--- config.mk ---
export PLATFORM = sky130hd
export DESIGN_NAME = irq_flag_ctrl
export DESIGN_NICKNAME = d
export VERILOG_FILES = /design/src/rtl/irq_pkg.sv /design/src/rtl/irq_flag_cell.sv /design/src/rtl/irq_cfg_regs.sv /design/src/rtl/irq_prio_gate.sv /design/src/rtl/irq_flag_ctrl.sv
export SDC_FILE = /design/constraint.sdc
export NUM_CORES = 1
export LEC_CHECK = 0
export BUFFER_PORTS_ARGS = -buffer_cell sky130_fd_sc_hd__buf_2
export CAP_MARGIN = 5
export CORE_UTILIZATION = 30
export DETAILED_ROUTE_END_ITERATION = 7
export MAX_ROUTING_LAYER = met4
export PLACE_DENSITY = 0.73
export SLEW_MARGIN = 30
export SYNTH_ARGS = -nofsm -noshare
export SYNTH_HDL_FRONTEND = slang
export SYNTH_SLANG_ARGS = --single-unit
--- constraint.sdc ---
create_clock -name clk_i -period 1.2 [get_ports clk_i]
set_input_delay 0.24 -clock clk_i [delete_from_list [all_inputs] [get_ports clk_i]]
set_output_delay 0.24 -clock clk_i [all_outputs]
set_load 0.01 [all_outputs]
--- src/rtl/irq_pkg.sv ---
package irq_pkg;
  parameter int unsigned ADDR_W = 2;
  parameter int unsigned DATA_W = 8;
  parameter int unsigned PRIO_W = 2;
  parameter int unsigned VEC_W  = 24;

  localparam logic [ADDR_W-1:0] CTRL_ADDR = ADDR_W'(0);
  localparam logic [ADDR_W-1:0] STAT_ADDR = ADDR_W'(1);

  // control register field positions
  localparam int unsigned EN_BIT  = 0;
  localparam int unsigned PRIO_LO = 1;

  typedef logic [PRIO_W-1:0] prio_t;
endpackage

--- src/rtl/irq_flag_cell.sv ---
module irq_flag_cell (
  input  logic clk_i,
  input  logic rst_ni,
  input  logic set_i,
  input  logic clr_i,
  output logic flag_o
);
  always_ff @(posedge clk_i or negedge rst_ni) begin
    if (!rst_ni)     flag_o <= 1'b0;
    else if (set_i)  flag_o <= 1'b1;   // set wins over clear
    else if (clr_i)  flag_o <= 1'b0;
  end

  assert_set_R2: assert property (@(posedge clk_i) disable iff (!rst_ni)
    set_i |=> flag_o);
  assert_clear_R3: assert property (@(posedge clk_i) disable iff (!rst_ni)
    (clr_i && !set_i) |=> !flag_o);
  assert_hold_R4: assert property (@(posedge clk_i) disable iff (!rst_ni)
    (!clr_i && !set_i) |=> $stable(flag_o));
endmodule

--- src/rtl/irq_cfg_regs.sv ---
module irq_cfg_regs
  import irq_pkg::*;
(
  input  logic              clk_i,
  input  logic              rst_ni,
  input  logic              wr_i,
  input  logic [ADDR_W-1:0] addr_i,
  input  logic [DATA_W-1:0] wdata_i,
  input  logic              flag_i,
  output logic              en_o,
  output prio_t             prio_o,
  output logic              flag_clr_o,
  output logic [DATA_W-1:0] rdata_o
);
  logic ctrl_we;
  assign ctrl_we    = wr_i && (addr_i == CTRL_ADDR);
  assign flag_clr_o = wr_i && (addr_i == STAT_ADDR) && wdata_i[0];

  always_ff @(posedge clk_i or negedge rst_ni) begin
    if (!rst_ni) begin
      en_o   <= 1'b0;
      prio_o <= '0;
    end else if (ctrl_we) begin
      en_o   <= wdata_i[EN_BIT];
      prio_o <= wdata_i[PRIO_LO +: PRIO_W];
    end
  end

  always_comb begin
    rdata_o = '0;
    if (addr_i == CTRL_ADDR) begin
      rdata_o[EN_BIT]              = en_o;
      rdata_o[PRIO_LO +: PRIO_W]   = prio_o;
    end else if (addr_i == STAT_ADDR) begin
      rdata_o[0] = flag_i;
    end
  end

  assert_ctrl_wr_R10: assert property (@(posedge clk_i) disable iff (!rst_ni)
    ctrl_we |=> (en_o == $past(wdata_i[EN_BIT])) &&
                (prio_o == $past(wdata_i[PRIO_LO +: PRIO_W])));
endmodule

--- src/rtl/irq_prio_gate.sv ---
module irq_prio_gate
  import irq_pkg::*;
(
  input  logic  flag_i,
  input  logic  en_i,
  input  prio_t prio_i,
  input  prio_t mask_i,
  output logic  req_o
);
  // strictly above mask; level 0 can never win
  assign req_o = flag_i && en_i && (prio_i > mask_i);
endmodule

--- src/rtl/irq_flag_ctrl.sv ---
module irq_flag_ctrl
  import irq_pkg::*;
#(
  parameter logic [VEC_W-1:0] VECTOR = 24'h000026
) (
  input  logic              clk_i,
  input  logic              rst_ni,
  input  logic              done_i,
  input  logic              reg_wr_i,
  input  logic [ADDR_W-1:0] reg_addr_i,
  input  logic [DATA_W-1:0] reg_wdata_i,
  output logic [DATA_W-1:0] reg_rdata_o,
  input  logic [PRIO_W-1:0] cpu_mask_i,
  output logic              irq_o,
  output logic [VEC_W-1:0]  vector_o
);
  logic  flag, en, flag_clr;
  prio_t prio;

  irq_flag_cell u_flag (
    .clk_i (clk_i), .rst_ni(rst_ni),
    .set_i (done_i), .clr_i(flag_clr), .flag_o(flag)
  );

  irq_cfg_regs u_regs (
    .clk_i (clk_i), .rst_ni(rst_ni),
    .wr_i  (reg_wr_i), .addr_i(reg_addr_i), .wdata_i(reg_wdata_i),
    .flag_i(flag), .en_o(en), .prio_o(prio),
    .flag_clr_o(flag_clr), .rdata_o(reg_rdata_o)
  );

  irq_prio_gate u_gate (
    .flag_i(flag), .en_i(en), .prio_i(prio),
    .mask_i(cpu_mask_i), .req_o(irq_o)
  );

  assign vector_o = VECTOR;

  assert_set_wins_R5: assert property (@(posedge clk_i) disable iff (!rst_ni)
    (done_i && flag_clr) |=> flag);
  assert_en_gate_R7: assert property (@(posedge clk_i) disable iff (!rst_ni)
    !en |-> !irq_o);
  assert_lvl0_R8: assert property (@(posedge clk_i) disable iff (!rst_ni)
    (prio == '0) |-> !irq_o);
  assert_req_cond_R6: assert property (@(posedge clk_i) disable iff (!rst_ni)
    irq_o |-> (flag && prio > cpu_mask_i));
endmodule

==> results of run 1 <==
[kinds of logic after synthesis]
family                     after synthesis  share of synthesized area
AOI/OAI and AO/OA                        2                     0.0396
other                                    2                     0.0158
buffers and inverters                   31                      0.475
and+or+nand+nor                          7                      0.113
DFF                                      4                      0.211
adders and majority gates                2                     0.0528
muxes                                    4                     0.0923
[per-stage QoR]
step | hold slack [ns] | util | instance area, um2 | TNS (ns) | power [mW]
floorplan | -0.0556 | - | 576 | -0.0540 | 0.345
global placement | 0.0459 | 0.329 | 454 | -0.196 | 0.332
detailed placement | 0.0512 | 0.329 | 454 | -0.221 | 0.338
CTS | 0.177 | 0.367 | 508 | -0.642 | 0.538
global route | 0.191 | 0.386 | 534 | -0.734 | 0.597
finish | 0.186 | 0.386 | 534 | -0.526 | 0.555
[critical path, cell delays in order (launching register included)]
cell and delay (ns):
dfrtp_1 0.41, ha_4 0.23, nor2b_4 0.12, o2111a_1 0.22, buf_2 0.13
[per-layer routing]
layer	global-route usage	routed length [um]	up-vias
li1	-	-	146
met5	-	0	-
met4	0.0387	0	0
met3	0.0609	83	0
met1	0.0897	300	138
met2	0.119	357	30
[state kept, by name, summed over array words and instances (netlist names)]
register       flops
u_regs.prio_o      2
u_flag.flag_o      1
u_regs.en_o        1
[layout by cell type, fill, tap and decap left out, types with 2 or more instances in the layout]
cell type,instances
buf_2,14
mux2_1,3
clkbuf_4,3
conb_1,29
dfrtp_1,4
nor3b_4,2
[cell type report]
type	instances	area, um2
clock buffer	3	22.5
timing repair buffer	17	98.8
tap	15	18.8
multi-input combinational	44	287
sequential	4	100
inverter	2	7.51
fill	161	848
[power groups by stage]
| stage | clock network, mW | logic [mW] | registers [mW] |
|---|---|---|---|
| floorplan | 0 | 0.178 | 0.167 |
| global placement | 0 | 0.161 | 0.171 |
| detailed placement | 0 | 0.165 | 0.172 |
| CTS | 0.178 | 0.189 | 0.171 |
| global route | 0.182 | 0.239 | 0.176 |
| finish | 0.166 | 0.214 | 0.174 |
[what timing repair did]
item | 4_1_cts | 5_1_grt
gates resized for setup | 4 | 5
endpoints found under the hold margin | 4 | 0
setup buffers | 1 | 1
gates cloned | 0 | 0
setup endpoints to repair | 3 | 4
pin swaps | 0 | 1
hold buffers | 1 | 0
[how the worst min path moves through the flow]
stage	endpoint	depth (start not counted)	start
2_1_floorplan	u_flag.flag_o	0	rst_ni
3_3_place_gp	u_regs.prio_o[0]	1	rst_ni
3_5_place_dp	u_regs.prio_o[0]	1	rst_ni
4_1_cts	u_flag.flag_o	2	done_i
5_1_grt	u_flag.flag_o	2	done_i
6_report	u_flag.flag_o	2	done_i
==> metrics.md, run 1 <==
| Metric | Value |
|---|---|
| Status | complete, but fails checks |
| Failing checks | negative setup slack |
| Avg Cell Area, Syn | 9.12 um2 |
| CTS H-tree lvls | 1 |
| Vias in the first global route | 260 |
| Combinational power share | 0.386 |
| WP data arrival | 1.35 ns |
| Placed insts | 80 |
| Critical Path Sink | irq_o |
| Fmax | 630 MHz |
| Initial core utilization | 0.343 |
| Sw Pwr | 0.183 mW |
| First-pass GRT wire length | 1.05 mm |
| Max-cap viol count | 0 |
| Min Tclk post-route | 1.59 ns |
| Synth cell count leaders | 29 x buf_4, 4 x dfrtp_1, 3 x mux2_1 |
| Clk_skew | 0 ns |
| CTS tree | done |
| Post-synth EDFFs | 0 |
| Post-synthesis sequential area ratio | 0.211 |
| Area growth syn-to-layout | 12.7% |
| Synthesized flop and latch total | 4 |
| Final WL | 742 um |
| DRC | 0 |
| Total global routing overflow | 0 |
| Drt wl/cell | 8.73 um |
| Nets@finish | 90 |
| Layout cells sized above 1 | 0.357 |
| CTS Buffer Depth | 2 |
| CP Class | flop to primary output |
| Rows | 13 |
| Cells after Synth | 52 |
| Die Footprint | 0.00174 mm2 |
| R2R Setup Slk | 0.24 ns |
| TritonCTS Buffers | 3 |
| Clock Pin Slew Worst Setup and Hold Paths | 0.04 ns |
| Root Buffer | clkbuf_4 |
| Share of the synthesized area in the top cell type | 0.459 |
| Post-synth cell types | 16 |
| 1st-pass router iterations | 2 |
| Async SR Flop Fraction | 1.00 |
| Pwr dens | 1040 mW/mm2 |
| RD Place Congestion | 0.672 |
| Cell taking the most area after synthesis | buf_4 |
| Crit Reg-Reg Startpoint | u_regs.prio_o[1] |
| Count of pins over their slew limit | 0 |
| # port buffers | 14 |
| Cell Count, Final, Fillers Out | 85 |
| Final worst slack | -0.388 ns |
| CP startpoint kind | flop |
| P_leak | 0.303 nW |
| Part of the power in registers | 0.315 |
| Final period utilization | 1.32 |
| Setup crit start | u_regs.prio_o[1] |
| CP Data Required Time | 0.96 ns |
| Crit. End Element | primary output |
| Peak supply drop | 0.000765 V |
| Final Hold Viols | 0 |
| Via count | 314 |
| CP Max Fanout | 2 |
| # setup viols final | 3 |
| Core Footprint | 0.00138 mm2 |
| DR iter-0 viols | 1 |
| Routed Antenna Nets | 0 |
| Clock network power share | 0.300 |
| Internal power | 0.372 mW |
| Die Ht | 41.8 um |
| Pre-CTS setup slack | -0.221 ns |
| Clock Sink Count | 4 |
| RSZ-0062 raised after global routing | yes |
| Largest net degree at the start of global routing | 6 |
| Mapped cell area | 474 um2 |
| Reg-to-Reg End | u_regs.prio_o[1] |
| Antenna violations before repair | 0 |
| Total track usage | 0.0849 |
| Switch share | 0.330 |
| ANT cells | 0 |
| Top_reg_cell synth | dfrtp_1 |
| Vias/cell | 3.69 |
| Die X | 41.8 um |
| Top post-synthesis cells by area | buf_4 46%, dfrtp_1 21%, mux2_1 7.1% |
| Cell depth of the worst flop-to-flop path | 2 |
| Worst skew pair latency | 0.24 ns |
| Most common cell in the netlist | buf_4 |
| # IOs | 49 |
| Hold Path Class | primary input to flop |
| Synth warnings | 0 |
| Dpl hpwl | 559 um |
Power figures use the tool's default switching activity.
==> inputs of run 2 (changes only) <==
CORE_UTILIZATION = 31   (was 30)
PLACE_DENSITY = 0.74   (was 0.73)
SYNTH_HIERARCHICAL = 1   (was not set)
==> run 2 against run 1 <==
  * The run still ends with negative setup slack left
  * Clock skew unchanged
  * Worst hold slack about the same
  * Die area decreased by 0.88%
  * Synthesized area increased by 2.4%
  * Cell count increased by 2.4%
  * Critical path type unchanged
  * Critical endpoint unchanged
  * Largest power group unchanged
==> metrics.md, run 2 <==
| Metric | Value |
|---|---|
| RSZ-0062 raised after global routing | yes |
| TritonCTS Buffers | 3 (unchanged) |
| Antenna violations before repair | 0 (unchanged) |
| Root Buffer | clkbuf_4 |
| Die Ht | 41.6 um (-0.44%) |
| GR Layer Usage met1 | 0.0610 (-0.0287) |
| Clk_skew | 0 ns (unchanged) |
| Fmax | 628 MHz (-0.19%) |
| Post-synth EDFFs | 0 (unchanged) |
| Pwr dens | 1010 mW/mm2 (-2.5%) |
| First-pass GRT wire length | 972 um (-7.3%) |
| Grt met2 use | 0.141 (+0.0219) |
| CP Max Fanout | 2 (unchanged) |
| Drt wl/cell | 7.60 um (-13%) |
| RD Place Congestion | 0.629 (-6.4%) |
| Final instance area | 547 um2 (+2.3%) |
| Crit. End Element | primary output |
| Worst skew pair latency | 0.23 ns (about the same) |
| Async SR Flop Fraction | 1.00 (unchanged) |
| Share of the synthesized area in the top cell type | 0.448 (-0.0106) |
| Register area | 100 um2 (unchanged) |
| # fillers | 138 (-14%) |
| Vias in the first global route | 273 (+5.0%) |
| Avg Cell Area, Syn | 8.99 um2 (-1.4%) |
| Largest regs | u_regs/prio_o (2), u_flag/flag_o (1), u_regs/en_o (1) |
| Busiest grt layer | met2 |
| Total track usage | 0.0795 (-0.00539) |
| Most common cell in the netlist | buf_4 |
| CP Class | flop to primary output |
| CTS tree | done |
| # IOs | 49 (unchanged) |
| CTS H-tree lvls | 1 (unchanged) |
| Clock Pin Slew Worst Setup and Hold Paths | 0.04 ns (about the same) |
| 1st-pass router iterations | 1 (-1) |
| Status | complete, but fails checks |
| Max-cap viol count | 0 (unchanged) |
| Core Footprint | 0.00138 mm2 (unchanged) |
| Nets@finish | 92 (+2.2%) |
| P_leak | 0.314 nW (+3.6%) |
| Synth cell count leaders | 29 x buf_4, 4 x dfrtp_1, 3 x conb_1, 3 x inv_1, 3 x mux2_1 |
| CP startpoint kind | flop |
| DRC | 0 (unchanged) |
| Largest net degree at the start of global routing | 6 (unchanged) |
| Most frequent cells in the layout | 29 x conb_1, 14 x buf_2, 4 x dfrtp_1 |
| Peak supply drop | 0.000521 V (-32%) |
| Mapped cell area | 485 um2 (+2.4%) |
| Final Hold Viols | 0 (unchanged) |
| Failing checks | negative setup slack |
| Clock Sink Count | 4 (unchanged) |
| Max FFs per register | 2 (unchanged) |
| Rows | 13 (unchanged) |
| Top_reg_cell synth | dfrtp_1 |
| Dpl hpwl | 549 um (-1.9%) |
| Cells after Synth | 54 (+3.8%) |
| Hold slack | 0.186 ns (+0.000329 ns) |
| CTS Buffer Depth | 2 (unchanged) |
| Hold Path Class | primary input to flop |
| Die Footprint | 0.00173 mm2 (-0.88%) |
| Area growth syn-to-layout | 12.6% (about the same) |
| Biggest register | u_regs/prio_o |
| Commonest non-fill, non-tap cell in the layout | conb_1 |
| Final WL | 661 um (-11%) |
| Via count | 315 (+0.32%) |
| Met3 track demand over resource | 0.0130 (-0.0478) |
| DR iter-0 viols | 0 (-1) |
| Initial core utilization | 0.351 (+0.00814) |
| # port buffers | 14 (unchanged) |
| ANT cells | 0 (unchanged) |
| WP data arrival | 1.35 ns (about the same) |
| CP Data Required Time | 0.96 ns (about the same) |
| Multi-input logic area | 284 um2 (-0.87%) |
| Final period utilization | 1.33 (+0.00251) |
| Cell taking the most area after synthesis | buf_4 |
| Layout cells sized above 1 | 0.347 (-0.00992) |
| Min Tclk post-route | 1.59 ns (+0.00302 ns) |
| Power Total | 0.553 mW (-0.22%) |
| Post-synth cell types | 15 (-1) |
| Synthesized flop and latch total | 4 (unchanged) |
| Post-synthesis sequential area ratio | 0.206 (-0.00490) |
| Post-place instance area | 469 um2 (+3.3%) |
| Die X | 41.6 um (-0.44%) |
| Count of pins over their slew limit | 0 (unchanged) |
| Total global routing overflow | 0 (unchanged) |
| Routed Antenna Nets | 0 (unchanged) |
| Final worst slack | -0.391 ns (-0.00302 ns) |
| Top post-synthesis cells by area | buf_4 45%, dfrtp_1 21%, mux2_1 7.0% |
| Layout Utilization | 0.395 (+0.00905) |
| Synth warnings | 6 (+6) |
| Vias/cell | 3.62 (-2.0%) |
| # setup viols final | 3 (unchanged) |
==> run 2: cell types whose count changed after synthesis <==
cell | before | now
and4b_1 | 0 | 1
conb_1 | 2 | 3
inv_1 | 2 | 3
nand4b_1 | 1 | 0
nor3_1 | 1 | 0
nor3b_1 | 1 | 2
==> run 2: stage by stage <==
step / setup WS, ns / cells / TNS, ns
detailed placement: -0.179 / 82 / -0.179
global route: -0.440 / 87 / -0.788
global placement: -0.177 / 82 / -0.177
finish: -0.391 / 87 / -0.626
CTS: -0.425 / 86 / -0.524
floorplan: -0.0692 / 80 / -0.0692
==> run 2: power breakdown <==
group	internal, mW	switching (mW)
registers	0.156	0.0173
clock network	0.111	0.0493
logic	0.113	0.106
total	0.380	0.173
==> run 2: worst paths after layout <==
check,from,to,slack [ns],cells after the start
min,done_i,u_flag/flag_o,0.19,2
max reg2reg,u_regs/prio_o[1],u_regs/prio_o[1],0.15,3
max in group asynchronous,rst_ni,u_regs/prio_o[1],0.73,2
max,u_regs/prio_o[1],irq_o,-0.39,4
min in group asynchronous,rst_ni,u_flag/flag_o,0.35,2
min reg2reg,u_flag/flag_o,u_flag/flag_o,0.51,1
==> run 2: routing by layer <==
layer / wire [um] / up-vias
met5: 0 / -
met4: 8 / 0
met3: 51 / 2
met2: 374 / 27
met1: 226 / 137
li1: - / 149
==> run 2: timing repair <==
item                                   4_1_cts  5_1_grt
gates cloned                                 0        0
setup endpoints to repair                    4        4
hold buffers                                 1        0
endpoints found under the hold margin        4        0
gates resized for setup                      1        6
setup buffers                                1        2
pin swaps                                    0        2
==> run 2: critical path, stage by stage (launching register included) <==
cell and delay [ns]:
dfrtp_1 0.40, ha_4 0.25, nor2b_4 0.12, o2111a_1 0.21, buf_2 0.13
==> run 2: cell type report <==
| class | count | area share |
|---|---|---|
| Timing Repair Buffer | 18 | 0.201 |
| Clock buffer | 3 | 0.0412 |
| Sequential cell | 4 | 0.183 |
| Tap cell | 15 | 0.0343 |
| Multi-Input combinational cell | 44 | 0.519 |
| Inverter | 3 | 0.0206 |
==> run 2: cells by family after synthesis <==
family                   share of synthesized area
adder cells (fa/ha/maj)                     0.0515
AO/OA/AOI/OAI                               0.0387
buffers and inverters                        0.472
flip-flops                                   0.206
other                                       0.0232
AND/OR/NAND/NOR                              0.119
multiplexers                                0.0902
